--- config.mk ---
export PLATFORM = sky130hd
export DESIGN_NAME = blink_disp_ctrl
export DESIGN_NICKNAME = d
export VERILOG_FILES = /design/src/rtl/bdc_pkg.sv /design/src/rtl/bdc_spi_rx.sv /design/src/rtl/bdc_regs.sv /design/src/rtl/bdc_scan.sv /design/src/rtl/blink_disp_ctrl.sv
export SDC_FILE = /design/constraint.sdc
export NUM_CORES = 1
export LEC_CHECK = 0
export BUFFER_PORTS_ARGS = -buffer_cell sky130_fd_sc_hd__buf_2
export CORE_MARGIN = 2
export CORE_UTILIZATION = 65
export CTS_BUF_LIST = sky130_fd_sc_hd__clkbuf_8
export DETAILED_ROUTE_END_ITERATION = 10
export PLACE_DENSITY = 0.82
export RECOVER_POWER = 25
export SLEW_MARGIN = 15
export SYNTH_ARGS = -nofsm -noshare
export SYNTH_HDL_FRONTEND = slang
export SYNTH_SLANG_ARGS = --single-unit
export TNS_END_PERCENT = 100
--- constraint.sdc ---
create_clock -name clk -period 3.95 [get_ports clk]
set_input_delay 0.79 -clock clk [delete_from_list [all_inputs] [get_ports clk]]
set_output_delay 0.79 -clock clk [all_outputs]
set_load 0.05 [all_outputs]
--- src/rtl/bdc_pkg.sv ---
package bdc_pkg;

    localparam int MAX_DIGITS = 8;
    localparam int FRAME_W    = 16;
    localparam int BYTE_W     = 8;

    typedef enum logic [1:0] {
        RX_IDLE,
        RX_SHIFT,
        RX_COMMIT
    } rx_state_t;

    typedef enum logic {
        SC_DARK,
        SC_SCAN
    } scan_state_t;

    localparam logic [7:0] ADR_DECODE = 8'h01;
    localparam logic [7:0] ADR_BRIGHT = 8'h02;
    localparam logic [7:0] ADR_LIMIT  = 8'h03;
    localparam logic [7:0] ADR_CONFIG = 8'h04;
    localparam logic [7:0] ADR_LAMP   = 8'h07;

    // address bits [7:5] select the plane group of a digit write
    localparam logic [2:0] GRP_P0   = 3'b001;
    localparam logic [2:0] GRP_P1   = 3'b010;
    localparam logic [2:0] GRP_BOTH = 3'b011;

    localparam int CFG_RUN   = 0;
    localparam int CFG_FAST  = 2;
    localparam int CFG_BLINK = 3;

    typedef struct packed {
        logic [MAX_DIGITS-1:0] decode;
        logic [3:0]            bright;
        logic [2:0]            limit;
        logic                  run;
        logic                  fast;
        logic                  blink;
        logic                  lamp;
    } ctrl_t;

    function automatic logic [6:0] hex_glyph(input logic [3:0] v);
        logic [6:0] g;
        unique case (v)
            4'h0: g = 7'h7E;
            4'h1: g = 7'h30;
            4'h2: g = 7'h6D;
            4'h3: g = 7'h79;
            4'h4: g = 7'h33;
            4'h5: g = 7'h5B;
            4'h6: g = 7'h5F;
            4'h7: g = 7'h70;
            4'h8: g = 7'h7F;
            4'h9: g = 7'h7B;
            4'hA: g = 7'h77;
            4'hB: g = 7'h1F;
            4'hC: g = 7'h4E;
            4'hD: g = 7'h3D;
            4'hE: g = 7'h4F;
            default: g = 7'h47;
        endcase
        return g;
    endfunction

endpackage

--- src/rtl/bdc_spi_rx.sv ---
module bdc_spi_rx
    import bdc_pkg::*;
(
    input  logic       clk,
    input  logic       rst_n,
    input  logic       sclk,
    input  logic       cs_n,
    input  logic       mosi,
    output logic       wr_valid,
    output logic [7:0] wr_addr,
    output logic [7:0] wr_data
);

    localparam int CNT_W = $clog2(FRAME_W + 2);
    localparam logic [CNT_W-1:0] CNT_FULL = CNT_W'(FRAME_W);
    localparam logic [CNT_W-1:0] CNT_SAT  = {CNT_W{1'b1}};

    logic [2:0] sclk_s;
    logic [2:0] cs_s;
    logic [1:0] mosi_s;
    logic       sclk_rise, cs_fall, cs_rise;

    rx_state_t           state, state_nx;
    logic [FRAME_W-1:0]  shreg;
    logic [CNT_W-1:0]    cnt;

    always_ff @(posedge clk or negedge rst_n) begin
        if (!rst_n) begin
            sclk_s <= '0;
            cs_s   <= '1;
            mosi_s <= '0;
        end else begin
            sclk_s <= {sclk_s[1:0], sclk};
            cs_s   <= {cs_s[1:0], cs_n};
            mosi_s <= {mosi_s[0], mosi};
        end
    end

    assign sclk_rise = sclk_s[1] & ~sclk_s[2];
    assign cs_fall   = ~cs_s[1] & cs_s[2];
    assign cs_rise   = cs_s[1] & ~cs_s[2];

    // state register
    always_ff @(posedge clk or negedge rst_n) begin
        if (!rst_n) state <= RX_IDLE;
        else        state <= state_nx;
    end

    always_comb begin
        state_nx = state;
        unique case (state)
            RX_IDLE:   if (cs_fall) state_nx = RX_SHIFT;
            RX_SHIFT:  if (cs_rise) state_nx = (cnt == CNT_FULL) ? RX_COMMIT : RX_IDLE;
            RX_COMMIT: state_nx = cs_fall ? RX_SHIFT : RX_IDLE;
            default:   state_nx = RX_IDLE;
        endcase
    end

    always_ff @(posedge clk or negedge rst_n) begin
        if (!rst_n) begin
            shreg <= '0;
            cnt   <= '0;
        end else if (state != RX_SHIFT && cs_fall) begin
            shreg <= '0;
            cnt   <= '0;
        end else if (state == RX_SHIFT && sclk_rise) begin
            shreg <= {shreg[FRAME_W-2:0], mosi_s[1]};
            if (cnt != CNT_SAT) cnt <= cnt + 1'b1;
        end
    end

    // outputs
    always_comb begin
        wr_valid = (state == RX_COMMIT);
        wr_addr  = shreg[FRAME_W-1 -: 8];
        wr_data  = shreg[7:0];
    end

    assert_frame_len_R1: assert property (@(posedge clk) disable iff (!rst_n)
        wr_valid |-> $past(cnt) == CNT_FULL);

endmodule

--- src/rtl/bdc_regs.sv ---
module bdc_regs
    import bdc_pkg::*;
#(
    parameter int NUM_DIGITS = 8
) (
    input  logic                             clk,
    input  logic                             rst_n,
    input  logic                             wr_valid,
    input  logic [7:0]                       wr_addr,
    input  logic [7:0]                       wr_data,
    output ctrl_t                            ctrl,
    output logic [NUM_DIGITS-1:0][BYTE_W-1:0] plane0,
    output logic [NUM_DIGITS-1:0][BYTE_W-1:0] plane1
);

    logic [2:0] grp;
    logic       digit_hit, wr_p0, wr_p1, ctrl_hit;

    assign grp       = wr_addr[7:5];
    assign digit_hit = int'(wr_addr[4:0]) < NUM_DIGITS;
    assign wr_p0     = wr_valid && digit_hit && (grp == GRP_P0 || grp == GRP_BOTH);
    assign wr_p1     = wr_valid && digit_hit && (grp == GRP_P1 || grp == GRP_BOTH);
    assign ctrl_hit  = wr_addr == ADR_DECODE || wr_addr == ADR_BRIGHT || wr_addr == ADR_LIMIT
                    || wr_addr == ADR_CONFIG || wr_addr == ADR_LAMP;

    always_ff @(posedge clk or negedge rst_n) begin
        if (!rst_n) begin
            ctrl <= '0;
        end else if (wr_valid) begin
            unique case (wr_addr)
                ADR_DECODE: ctrl.decode <= wr_data;
                ADR_BRIGHT: ctrl.bright <= wr_data[3:0];
                ADR_LIMIT:  ctrl.limit  <= wr_data[2:0];
                ADR_CONFIG: begin
                    ctrl.run   <= wr_data[CFG_RUN];
                    ctrl.fast  <= wr_data[CFG_FAST];
                    ctrl.blink <= wr_data[CFG_BLINK];
                end
                ADR_LAMP:   ctrl.lamp   <= wr_data[0];
                default:    ;
            endcase
        end
    end

    for (genvar d = 0; d < NUM_DIGITS; d++) begin : g_digit
        logic sel;
        assign sel = (wr_addr[4:0] == 5'(d));
        always_ff @(posedge clk or negedge rst_n) begin
            if (!rst_n) begin
                plane0[d] <= '0;
                plane1[d] <= '0;
            end else begin
                if (wr_p0 && sel) plane0[d] <= wr_data;
                if (wr_p1 && sel) plane1[d] <= wr_data;
            end
        end
    end

    assert_ignore_unused_R5: assert property (@(posedge clk) disable iff (!rst_n)
        (wr_valid && !ctrl_hit && !wr_p0 && !wr_p1)
            |=> ($stable(ctrl) && $stable(plane0) && $stable(plane1)));

    assert_p0_only_R2: assert property (@(posedge clk) disable iff (!rst_n)
        (wr_valid && grp == GRP_P0) |=> $stable(plane1));

    assert_p1_only_R3: assert property (@(posedge clk) disable iff (!rst_n)
        (wr_valid && grp == GRP_P1) |=> $stable(plane0));

endmodule

--- src/rtl/bdc_scan.sv ---
module bdc_scan
    import bdc_pkg::*;
#(
    parameter int NUM_DIGITS  = 8,
    parameter int SLOT_CYCLES = 800,
    parameter int FAST_SLOTS  = 1250,
    parameter int SLOW_SLOTS  = 2500
) (
    input  logic                              clk,
    input  logic                              rst_n,
    input  ctrl_t                             ctrl,
    input  logic [NUM_DIGITS-1:0][BYTE_W-1:0] plane0,
    input  logic [NUM_DIGITS-1:0][BYTE_W-1:0] plane1,
    output logic [NUM_DIGITS-1:0]             dig_en,
    output logic [BYTE_W-1:0]                 seg,
    output logic                              blink_phase
);

    localparam int DIG_W   = (NUM_DIGITS > 1) ? $clog2(NUM_DIGITS) : 1;
    localparam int SLOT_W  = $clog2(SLOT_CYCLES);
    localparam int STEP    = SLOT_CYCLES / 16;
    localparam int HALF_MX = (FAST_SLOTS > SLOW_SLOTS) ? FAST_SLOTS : SLOW_SLOTS;
    localparam int BLK_W   = $clog2(HALF_MX + 1);
    localparam int ON_W    = SLOT_W + 1;

    scan_state_t       state, state_nx;
    logic [SLOT_W-1:0] slot_cnt;
    logic              slot_end;
    logic [DIG_W-1:0]  digit, lim_eff;
    logic [BLK_W-1:0]  blk_cnt, half;
    logic              active;
    logic [ON_W-1:0]   on_len;
    logic              pwm_on;
    logic [BYTE_W-1:0] raw, shown;

    assign active   = ctrl.run || ctrl.lamp;
    assign slot_end = (slot_cnt == SLOT_W'(SLOT_CYCLES - 1));
    assign half     = ctrl.fast ? BLK_W'(FAST_SLOTS) : BLK_W'(SLOW_SLOTS);
    assign on_len   = ON_W'(int'(ctrl.bright) * STEP);
    assign pwm_on   = {1'b0, slot_cnt} < on_len;

    always_comb begin
        if (int'(ctrl.limit) > NUM_DIGITS - 1) lim_eff = DIG_W'(NUM_DIGITS - 1);
        else                                    lim_eff = DIG_W'(ctrl.limit);
    end

    // state register
    always_ff @(posedge clk or negedge rst_n) begin
        if (!rst_n) state <= SC_DARK;
        else        state <= state_nx;
    end

    always_comb begin
        state_nx = state;
        unique case (state)
            SC_DARK: if (active)  state_nx = SC_SCAN;
            SC_SCAN: if (!active) state_nx = SC_DARK;
            default: state_nx = SC_DARK;
        endcase
    end

    // slot, digit and blink timers
    always_ff @(posedge clk or negedge rst_n) begin
        if (!rst_n) begin
            slot_cnt    <= '0;
            digit       <= '0;
            blk_cnt     <= '0;
            blink_phase <= 1'b0;
        end else if (state != SC_SCAN) begin
            slot_cnt    <= '0;
            digit       <= '0;
            blk_cnt     <= '0;
            blink_phase <= 1'b0;
        end else begin
            slot_cnt <= slot_end ? '0 : slot_cnt + 1'b1;
            if (slot_end) digit <= (digit >= lim_eff) ? '0 : digit + 1'b1;
            if (!ctrl.blink) begin
                blk_cnt     <= '0;
                blink_phase <= 1'b0;
            end else if (slot_end) begin
                if (blk_cnt >= half - 1'b1) begin
                    blk_cnt     <= '0;
                    blink_phase <= ~blink_phase;
                end else begin
                    blk_cnt <= blk_cnt + 1'b1;
                end
            end
        end
    end

    always_comb begin
        raw   = blink_phase ? plane1[digit] : plane0[digit];
        shown = ctrl.decode[digit] ? {raw[7], hex_glyph(raw[3:0])} : raw;
    end

    // output register
    always_ff @(posedge clk or negedge rst_n) begin
        if (!rst_n) begin
            dig_en <= '0;
            seg    <= '0;
        end else begin
            unique case (state)
                SC_SCAN: begin
                    dig_en <= NUM_DIGITS'(1) << digit;
                    if (ctrl.lamp)  seg <= '1;
                    else if (pwm_on) seg <= shown;
                    else            seg <= '0;
                end
                default: begin
                    dig_en <= '0;
                    seg    <= '0;
                end
            endcase
        end
    end

    assert_onehot_digit_R8: assert property (@(posedge clk) disable iff (!rst_n)
        $onehot0(dig_en));

    assert_plane0_when_steady_R6: assert property (@(posedge clk) disable iff (!rst_n)
        !ctrl.blink |=> !blink_phase);

    assert_flip_at_slot_R7: assert property (@(posedge clk) disable iff (!rst_n)
        $rose(blink_phase) |-> $past(slot_end));

    assert_lamp_full_R11: assert property (@(posedge clk) disable iff (!rst_n)
        (ctrl.lamp && state == SC_SCAN) |=> seg == '1);

    assert_dark_outputs_R12: assert property (@(posedge clk) disable iff (!rst_n)
        (!active && state == SC_DARK) |=> (dig_en == '0 && seg == '0));

endmodule

--- src/rtl/blink_disp_ctrl.sv ---
module blink_disp_ctrl
    import bdc_pkg::*;
#(
    parameter int NUM_DIGITS  = 8,
    parameter int SLOT_CYCLES = 800,
    parameter int FAST_SLOTS  = 1250,
    parameter int SLOW_SLOTS  = 2500
) (
    input  logic                  clk,
    input  logic                  rst_n,
    input  logic                  spi_sclk,
    input  logic                  spi_cs_n,
    input  logic                  spi_mosi,
    output logic [NUM_DIGITS-1:0] dig_en,
    output logic [7:0]            seg,
    output logic                  blink_phase
);

    logic                              wr_valid;
    logic [7:0]                        wr_addr, wr_data;
    ctrl_t                             ctrl;
    logic [NUM_DIGITS-1:0][BYTE_W-1:0] plane0, plane1;

    bdc_spi_rx u_rx (
        .clk      (clk),
        .rst_n    (rst_n),
        .sclk     (spi_sclk),
        .cs_n     (spi_cs_n),
        .mosi     (spi_mosi),
        .wr_valid (wr_valid),
        .wr_addr  (wr_addr),
        .wr_data  (wr_data)
    );

    bdc_regs #(.NUM_DIGITS(NUM_DIGITS)) u_regs (
        .clk      (clk),
        .rst_n    (rst_n),
        .wr_valid (wr_valid),
        .wr_addr  (wr_addr),
        .wr_data  (wr_data),
        .ctrl     (ctrl),
        .plane0   (plane0),
        .plane1   (plane1)
    );

    bdc_scan #(
        .NUM_DIGITS  (NUM_DIGITS),
        .SLOT_CYCLES (SLOT_CYCLES),
        .FAST_SLOTS  (FAST_SLOTS),
        .SLOW_SLOTS  (SLOW_SLOTS)
    ) u_scan (
        .clk         (clk),
        .rst_n       (rst_n),
        .ctrl        (ctrl),
        .plane0      (plane0),
        .plane1      (plane1),
        .dig_en      (dig_en),
        .seg         (seg),
        .blink_phase (blink_phase)
    );

endmodule

==> flow_metrics.env, run 1 <==
export IMPL_status="finished, violations left"
export IMPL_failed_checks="max-capacitance violations, max-slew violations"
export IMPL_die_x_um=132
export IMPL_die_height_um=132
export IMPL_synth_edf_count=0
export IMPL_ys_seq_area_share_pct=51.6
export IMPL_arrival_ns=3.98
export IMPL_clkSinkCount=221
export IMPL_dominantRegCellSynth="dfrtp_1"
export IMPL_synthesis_nets=869
export IMPL_dr_pass1_iters=4
export IMPL_netlist_area_um2=10700
export IMPL_grt_pass1_wl_mm=37.5
export IMPL_nets=899
export IMPL_pwr_share_clk_pct=44.8
export IMPL_hold_class="flop to flop"
export IMPL_path_clk_slew_ns=0.06
export IMPL_max_freq_ghz=0.278
export IMPL_hold_violations=0
export IMPL_p_per_area_nw_per_um2=377
export IMPL_switching_share_pct=23.0
export IMPL_maxSlewViolCount=102
export IMPL_fillers=1081
export IMPL_num_rows=46
export IMPL_synthToLayoutAreaGrowth_pct=9.08
export IMPL_combPwrFrac_pct=2.3
export IMPL_antenna_left=0
export IMPL_io_pins=22
export IMPL_finalSetupViolCount=0
export IMPL_vias_per_cell=6.27
export IMPL_path_max_fanout=6
export IMPL_fin_crit_sh_pct=91.1
export IMPL_tightest_slew_ns=2.47
export IMPL_post_cts_buffers=0
export IMPL_ir_drop_mv=0.370
export IMPL_place_ws_ns=0.404
export IMPL_relSlewSlack_pct=-64.5
export IMPL_grt_pass1_vias=7162
export IMPL_seqPwrFrac_pct=52.9
export IMPL_setup_tns_ns=0
export IMPL_place_inst=1029
export IMPL_antenna_cells=0
export IMPL_setup_worst_path_start_class="flop"
export IMPL_htreeDepth=2
export IMPL_grt_setup_unrepaired="false"
export IMPL_cts_root_buf="clkbuf_8"
export IMPL_drt_iter0_markers=374
export IMPL_route_detailed_drc=0
export IMPL_fin_cells=1092
export IMPL_io_buffers=21
export IMPL_cts_resized=0
export IMPL_cts_buffers=37
export IMPL_grt_overflow_total=0
export IMPL_clk_latency_ns=0.54
export IMPL_critPathKind="flop to flop"
export IMPL_worstPathCellList="ha_1 -> ha_1 -> fa_1 -> xnor2_1 -> ha_1 -> and4_1 -> a2111oi_0 -> o21ai_0 -> a211o_1 -> o41ai_1"
export IMPL_ys_ff_latch=221
export IMPL_synth_warnings=0
export IMPL_synth_top_area_share_pct=50.9
export IMPL_p_int_w=0.00340
export IMPL_p_sw_w=0.00102
export IMPL_seq_area_um2=5540
export IMPL_cp_required_ns=4.33
export IMPL_cp_common_cell="ha_1"
export IMPL_wl_per_cell_um=21.0
export IMPL_cts_tree="built"
export IMPL_cpPeakStageDelay_ns=0.46
export IMPL_core_um2=16000
export IMPL_setup_ws_ns=0.354
export IMPL_die_area_um2=17500
export IMPL_clk_path_buf_depth=3
export IMPL_dp_hpwl_mm=15.6
export IMPL_synth_distinct_cells=68
export IMPL_fin_skew_ns=0.0246
export IMPL_postSynthCellCount=822
export IMPL_synth_area_top_cells="dfrtp_1 (51%), mux2_2 (15%), ha_1 (4.8%), mux4_1 (4.2%), mux4_2 (4.0%)"
export IMPL_slowest_stage="o41ai_1"
export IMPL_place_congestion=0.854
export IMPL_multi_input_area_um2=4880
export IMPL_grt_max_degree=102
export IMPL_total_power_w=0.00441
export IMPL_dr_total_vias=6844
export IMPL_cp_end_kind="flop"
export IMPL_avgSynthCellArea_um2=13.0
export IMPL_async_reset_ff_share_pct=100
export IMPL_grt_total_usage_pct=27.3
export IMPL_layout_commonest_cell="dfrtp_1"
export IMPL_wl_mm=22.9
export IMPL_fin_crit_ns=3.60
export IMPL_final_util_pct=73.1
export IMPL_initial_core_util_pct=67.0
export IMPL_yosys_area_top_type="dfrtp_1"
export IMPL_final_cell_mix="dfrtp_1 (217), mux2_2 (147), nand2_1 (69)"
export IMPL_cap_viol_max_count=1
export IMPL_p_leak_nw=5.73
export IMPL_cts_hold_buf=0
export IMPL_drive_gt1_share_pct=31.2
export IMPL_antenna_found_initial=0
==> final timing paths <==
check	start	to	slack, ns	depth (start not counted)
max	u_regs.ctrl[7]	u_scan.seg[0]	0.35	10
min	u_rx.mosi_s[0]	u_rx.mosi_s[1]	0.35	0
max reg2reg	u_regs.ctrl[7]	u_scan.seg[0]	0.35	10
min reg2reg	u_rx.mosi_s[0]	u_rx.mosi_s[1]	0.35	0
max in group asynchronous	rst_n	u_regs.plane1[41]	0.77	2
min in group asynchronous	rst_n	u_scan.slot_cnt[0]	1.01	1
==> synth_stat cells, drive strengths merged, types with 3 or more instances <==
library cell	count
and2	10
nand3	9
mux2	148
dfrtp	218
nand2	70
and3	12
xor2	12
and4	3
a21oi	37
nor3	10
a22o	7
inv	21
nor2b	12
dfstp	3
mux2i	6
o21ai	10
clkbuf	27
nor2	41
xnor2	8
o31ai	7
a21o	4
ha	41
mux4	36
a22oi	6
nand4	9
buf	16
nand2b	6
o22ai	3
==> worst max-delay path: cells and delay by family, from the launching register on <==
family                   cells  cell delay (ns)
AND/OR/NAND/NOR              1             0.22
adder cells (fa/ha/maj)      4             1.26
flip-flops                   1             0.41
AO/OA/AOI/OAI                4             1.42
XOR/XNOR                     1             0.15
==> kinds of logic after synthesis <==
family	after synthesis	share of synthesized area, %
simple gates	192	8.85
xor+xnor	20	1.63
flops	221	51.6
fa+ha+maj	42	4.97
buf+inv	65	2.89
mux	190	24.3
compound gates	92	5.71
==> power by group through the flow <==
stage	Sequential (W)	Clock, W	Combinational, W
final	0.00234	0.00198	0.000102
after global placement	0.00237	0	0.000100
after global routing	0.00234	0.00212	0.000119
after detailed placement	0.00238	0	0.000107
after CTS	0.00234	0.00202	0.000107
after floorplan	0.00234	0	0.0000626
==> stage by stage <==
stage	hold WS [ns]	instance area (um2)
6_report	0.348	11700
3_3_place_gp	0.335	11000
4_1_cts	0.334	11700
2_1_floorplan	0.331	10700
3_5_place_dp	0.344	11000
5_1_grt	0.343	11700
==> per-layer routing <==
layer,track usage [%],part of all wire (%),vias up
met1,35.7,42,3519
met5,0,0,-
li1,-,-,3035
met4,11.4,3.5,0
met3,4.98,5.2,61
met2,45.4,50,229
==> state kept, by name (all words and copies together), names as in the netlist, 2 cells and up <==
register	flops
u_regs.plane0	64
u_regs.plane1	64
u_regs.ctrl	19
u_rx.shreg	16
u_scan.blk_cnt	12
u_scan.slot_cnt	10
u_scan.dig_en	8
u_scan.seg	8
u_rx.cnt	5
u_rx.cs_s	3
u_rx.sclk_s	3
u_scan.digit	3
u_rx.mosi_s	2
u_rx.state	2
==> cell type report <==
class,count,area share (%)
Sequential cell,221,47.3
Multi-Input combinational cell,536,41.7
Clock buffer,48,5.65
Tap cell,216,2.31
Timing Repair Buffer,34,1.73
Inverter,22,0.706
Clock inverter,15,0.567
(Power assumes the default switching activity.)
==> run 2: changes to the inputs <==
--- a/config.mk
+++ b/config.mk
@@ -7,10 +7,10 @@
 export LEC_CHECK = 0
 export BUFFER_PORTS_ARGS = -buffer_cell sky130_fd_sc_hd__buf_2
 export CORE_MARGIN = 2
-export CORE_UTILIZATION = 65
+export CORE_UTILIZATION = 59
 export CTS_BUF_LIST = sky130_fd_sc_hd__clkbuf_8
 export DETAILED_ROUTE_END_ITERATION = 10
-export PLACE_DENSITY = 0.82
+export PLACE_DENSITY = 0.79
 export RECOVER_POWER = 25
 export SLEW_MARGIN = 15
 export SYNTH_ARGS = -nofsm -noshare
==> constraint.sdc (replaced) <==
create_clock -name clk -period 3.05 [get_ports clk]
set_input_delay 0.61 -clock clk [delete_from_list [all_inputs] [get_ports clk]]
set_output_delay 0.61 -clock clk [all_outputs]
set_load 0.05 [all_outputs]
==> run 2 against run 1 <==
Compared with the run above:
- the flow finishes with violations (max-capacitance violations, max-slew violations, negative setup slack)
- clock skew shrank 0.0022 ns
- clock power grew 27%
- via count is essentially flat
- register-to-register slack lost 0.40 ns
- die area grew 9.9%
- setup slack lost 0.40 ns
- critical endpoint is now u_scan.seg[3]
- largest power group unchanged
==> flow_metrics.env, run 2 (synthesis results as in run 1) <==
export IMPL_status="finished, violations left"
export IMPL_failed_checks="max-capacitance violations, max-slew violations, negative setup slack"
export IMPL_pwr_share_clk_pct=44.4
export IMPL_hold_ws_ns=0.182
export IMPL_switching_share_pct=23.3
export IMPL_clk_path_buf_depth=3
export IMPL_p_leak_nw=5.83
export IMPL_drt_iter0_markers=478
export IMPL_seqPwrFrac_pct=53.2
export IMPL_grt_pass1_wl_mm=38.4
export IMPL_clk_latency_ns=0.54
export IMPL_grt_max_degree=78
export IMPL_ff2ff_path_depth=11
export IMPL_place_ws_ns=-0.294
export IMPL_cts_tree="built"
export IMPL_worstHoldPathCells=1
export IMPL_tightest_slew_ns=2.07
export IMPL_fin_crit_sh_pct=102
export IMPL_nets=913
export IMPL_cap_viol_max_count=1
export IMPL_fin_skew_ns=0.0225
export IMPL_vias_per_cell=6.11
export IMPL_hold_class="input port to flop"
export IMPL_combPwrFrac_pct=2.4
export IMPL_num_rows=49
export IMPL_antenna_left=0
export IMPL_antenna_found_initial=0
export IMPL_fin_crit_ns=3.10
export IMPL_setup_ws_ns=-0.0497
export IMPL_io_pins=22
export IMPL_antenna_cells=0
export IMPL_critPathKind="flop to flop"
export IMPL_htreeDepth=2
export IMPL_grt_overflow_total=0
export IMPL_hold_violations=0
export IMPL_setup_worst_path_start_class="flop"
export IMPL_die_area_um2=19300
export IMPL_setup_tns_ns=-0.0714
export IMPL_grt_total_usage_pct=25.1
export IMPL_cp_end_kind="flop"
export IMPL_path_max_fanout=6
export IMPL_die_height_um=139
export IMPL_wl_mm=23.5
export IMPL_place_congestion=0.775
export IMPL_die_x_um=139
export IMPL_reg_largest_list="u_regs.plane0: 64 flops, u_regs.plane1: 64 flops, u_regs.ctrl: 19 flops"
export IMPL_synthToLayoutAreaGrowth_pct=11.0
export IMPL_layout_commonest_cell="dfrtp_1"
export IMPL_arrival_ns=3.53
export IMPL_core_um2=17900
export IMPL_dr_total_vias=6838
export IMPL_final_cell_mix="dfrtp_1 (217), mux2_2 (147), nand2_1 (69)"
export IMPL_clkSinkCount=221
export IMPL_wl_per_cell_um=21.0
export IMPL_ir_drop_mv=0.468
export IMPL_dp_hpwl_mm=15.7
export IMPL_io_buffers=21
export IMPL_route_detailed_drc=0
export IMPL_maxSlewViolCount=77
export IMPL_cp_required_ns=3.48
export IMPL_fin_cells=1120
export IMPL_relSlewSlack_pct=-38.1
export IMPL_cts_root_buf="clkbuf_8"
export IMPL_path_clk_slew_ns=0.06
export IMPL_cts_buffers=37
export IMPL_max_freq_ghz=0.323
export IMPL_grt_pass1_vias=7315
export IMPL_grt_setup_unrepaired="true"
export IMPL_p_per_area_nw_per_um2=477
export IMPL_finalSetupViolCount=2
export IMPL_initial_core_util_pct=59.9
export IMPL_p_sw_w=0.00132
export IMPL_dr_pass1_iters=5
export IMPL_drive_gt1_share_pct=33.2
export IMPL_place_inst=1054
export IMPL_p_int_w=0.00436
export IMPL_total_power_w=0.00568
-- run 2: worst max-delay path, cell delays in order (launching register included) --
cell,delay [ns]
dfrtp_1,0.40
ha_1,0.32
ha_2,0.19
fa_2,0.53
inv_2,0.05
ha_4,0.21
a21o_1,0.18
a2111oi_4,0.30
o21ai_2,0.12
a211o_4,0.37
a211o_1,0.25
o311ai_2,0.08
-- run 2: path summary, 6_finish.rpt --
check | startpoint | endpoint | slack, ns
min in group asynchronous | rst_n | u_scan.slot_cnt[8] | 0.68
max in group asynchronous | rst_n | u_regs.plane1[37] | 0.64
hold / removal | spi_cs_n | u_rx.cs_s[0] | 0.18
setup reg to reg | u_regs.ctrl[7] | u_scan.seg[3] | -0.05
hold reg to reg | u_rx.mosi_s[0] | u_rx.mosi_s[1] | 0.35
setup / recovery | u_regs.ctrl[7] | u_scan.seg[3] | -0.05
-- run 2: metal layers --
| metal | vias up | global-route usage, % | share of wire [%] |
|---|---|---|---|
| li1 | 3072 | - | - |
| met1 | 3500 | 32.1 | 42 |
| met2 | 211 | 41.7 | 49 |
| met3 | 55 | 6.01 | 5.7 |
| met4 | 0 | 10.3 | 3.3 |
| met5 | - | 0 | 0 |
-- run 2: per-stage QoR --
| step | utilization [%] | instance area, um2 |
|---|---|---|
| after global placement | 62.2 | 11100 |
| after global routing | 66.5 | 11900 |
| after CTS | 66.4 | 11900 |
| after detailed placement | 62.2 | 11100 |
| final | 66.5 | 11900 |
| after floorplan | - | 10700 |
-- run 2: final cells by class --
class,count,area (um2)
multi-input combinational,536,4960
clock buffer,46,633
timing repair buffer,48,329
clock inverter,18,82.6
inverter,22,82.6
fill,1224,6000
tap,229,287
sequential,221,5540
-- run 2: power by group through the flow --
stage	Clock [W]	Combinational, W	Sequential (W)
6_report	0.00252	0.000135	0.00302
5_1_grt	0.00271	0.000157	0.00303
4_1_cts	0.00257	0.000143	0.00302
3_5_place_dp	0	0.000142	0.00307
3_3_place_gp	0	0.000133	0.00307
2_1_floorplan	0	0.0000811	0.00303
-- run 2: repair_timing --
| item | in CTS | in global routing |
|---|---|---|
| gates resized for setup | 6 | 8 |
| setup endpoints to repair | 7 | 8 |
| setup buffers | 2 | 0 |
| hold buffers | 0 | 0 |
| pin swaps | 8 | 0 |
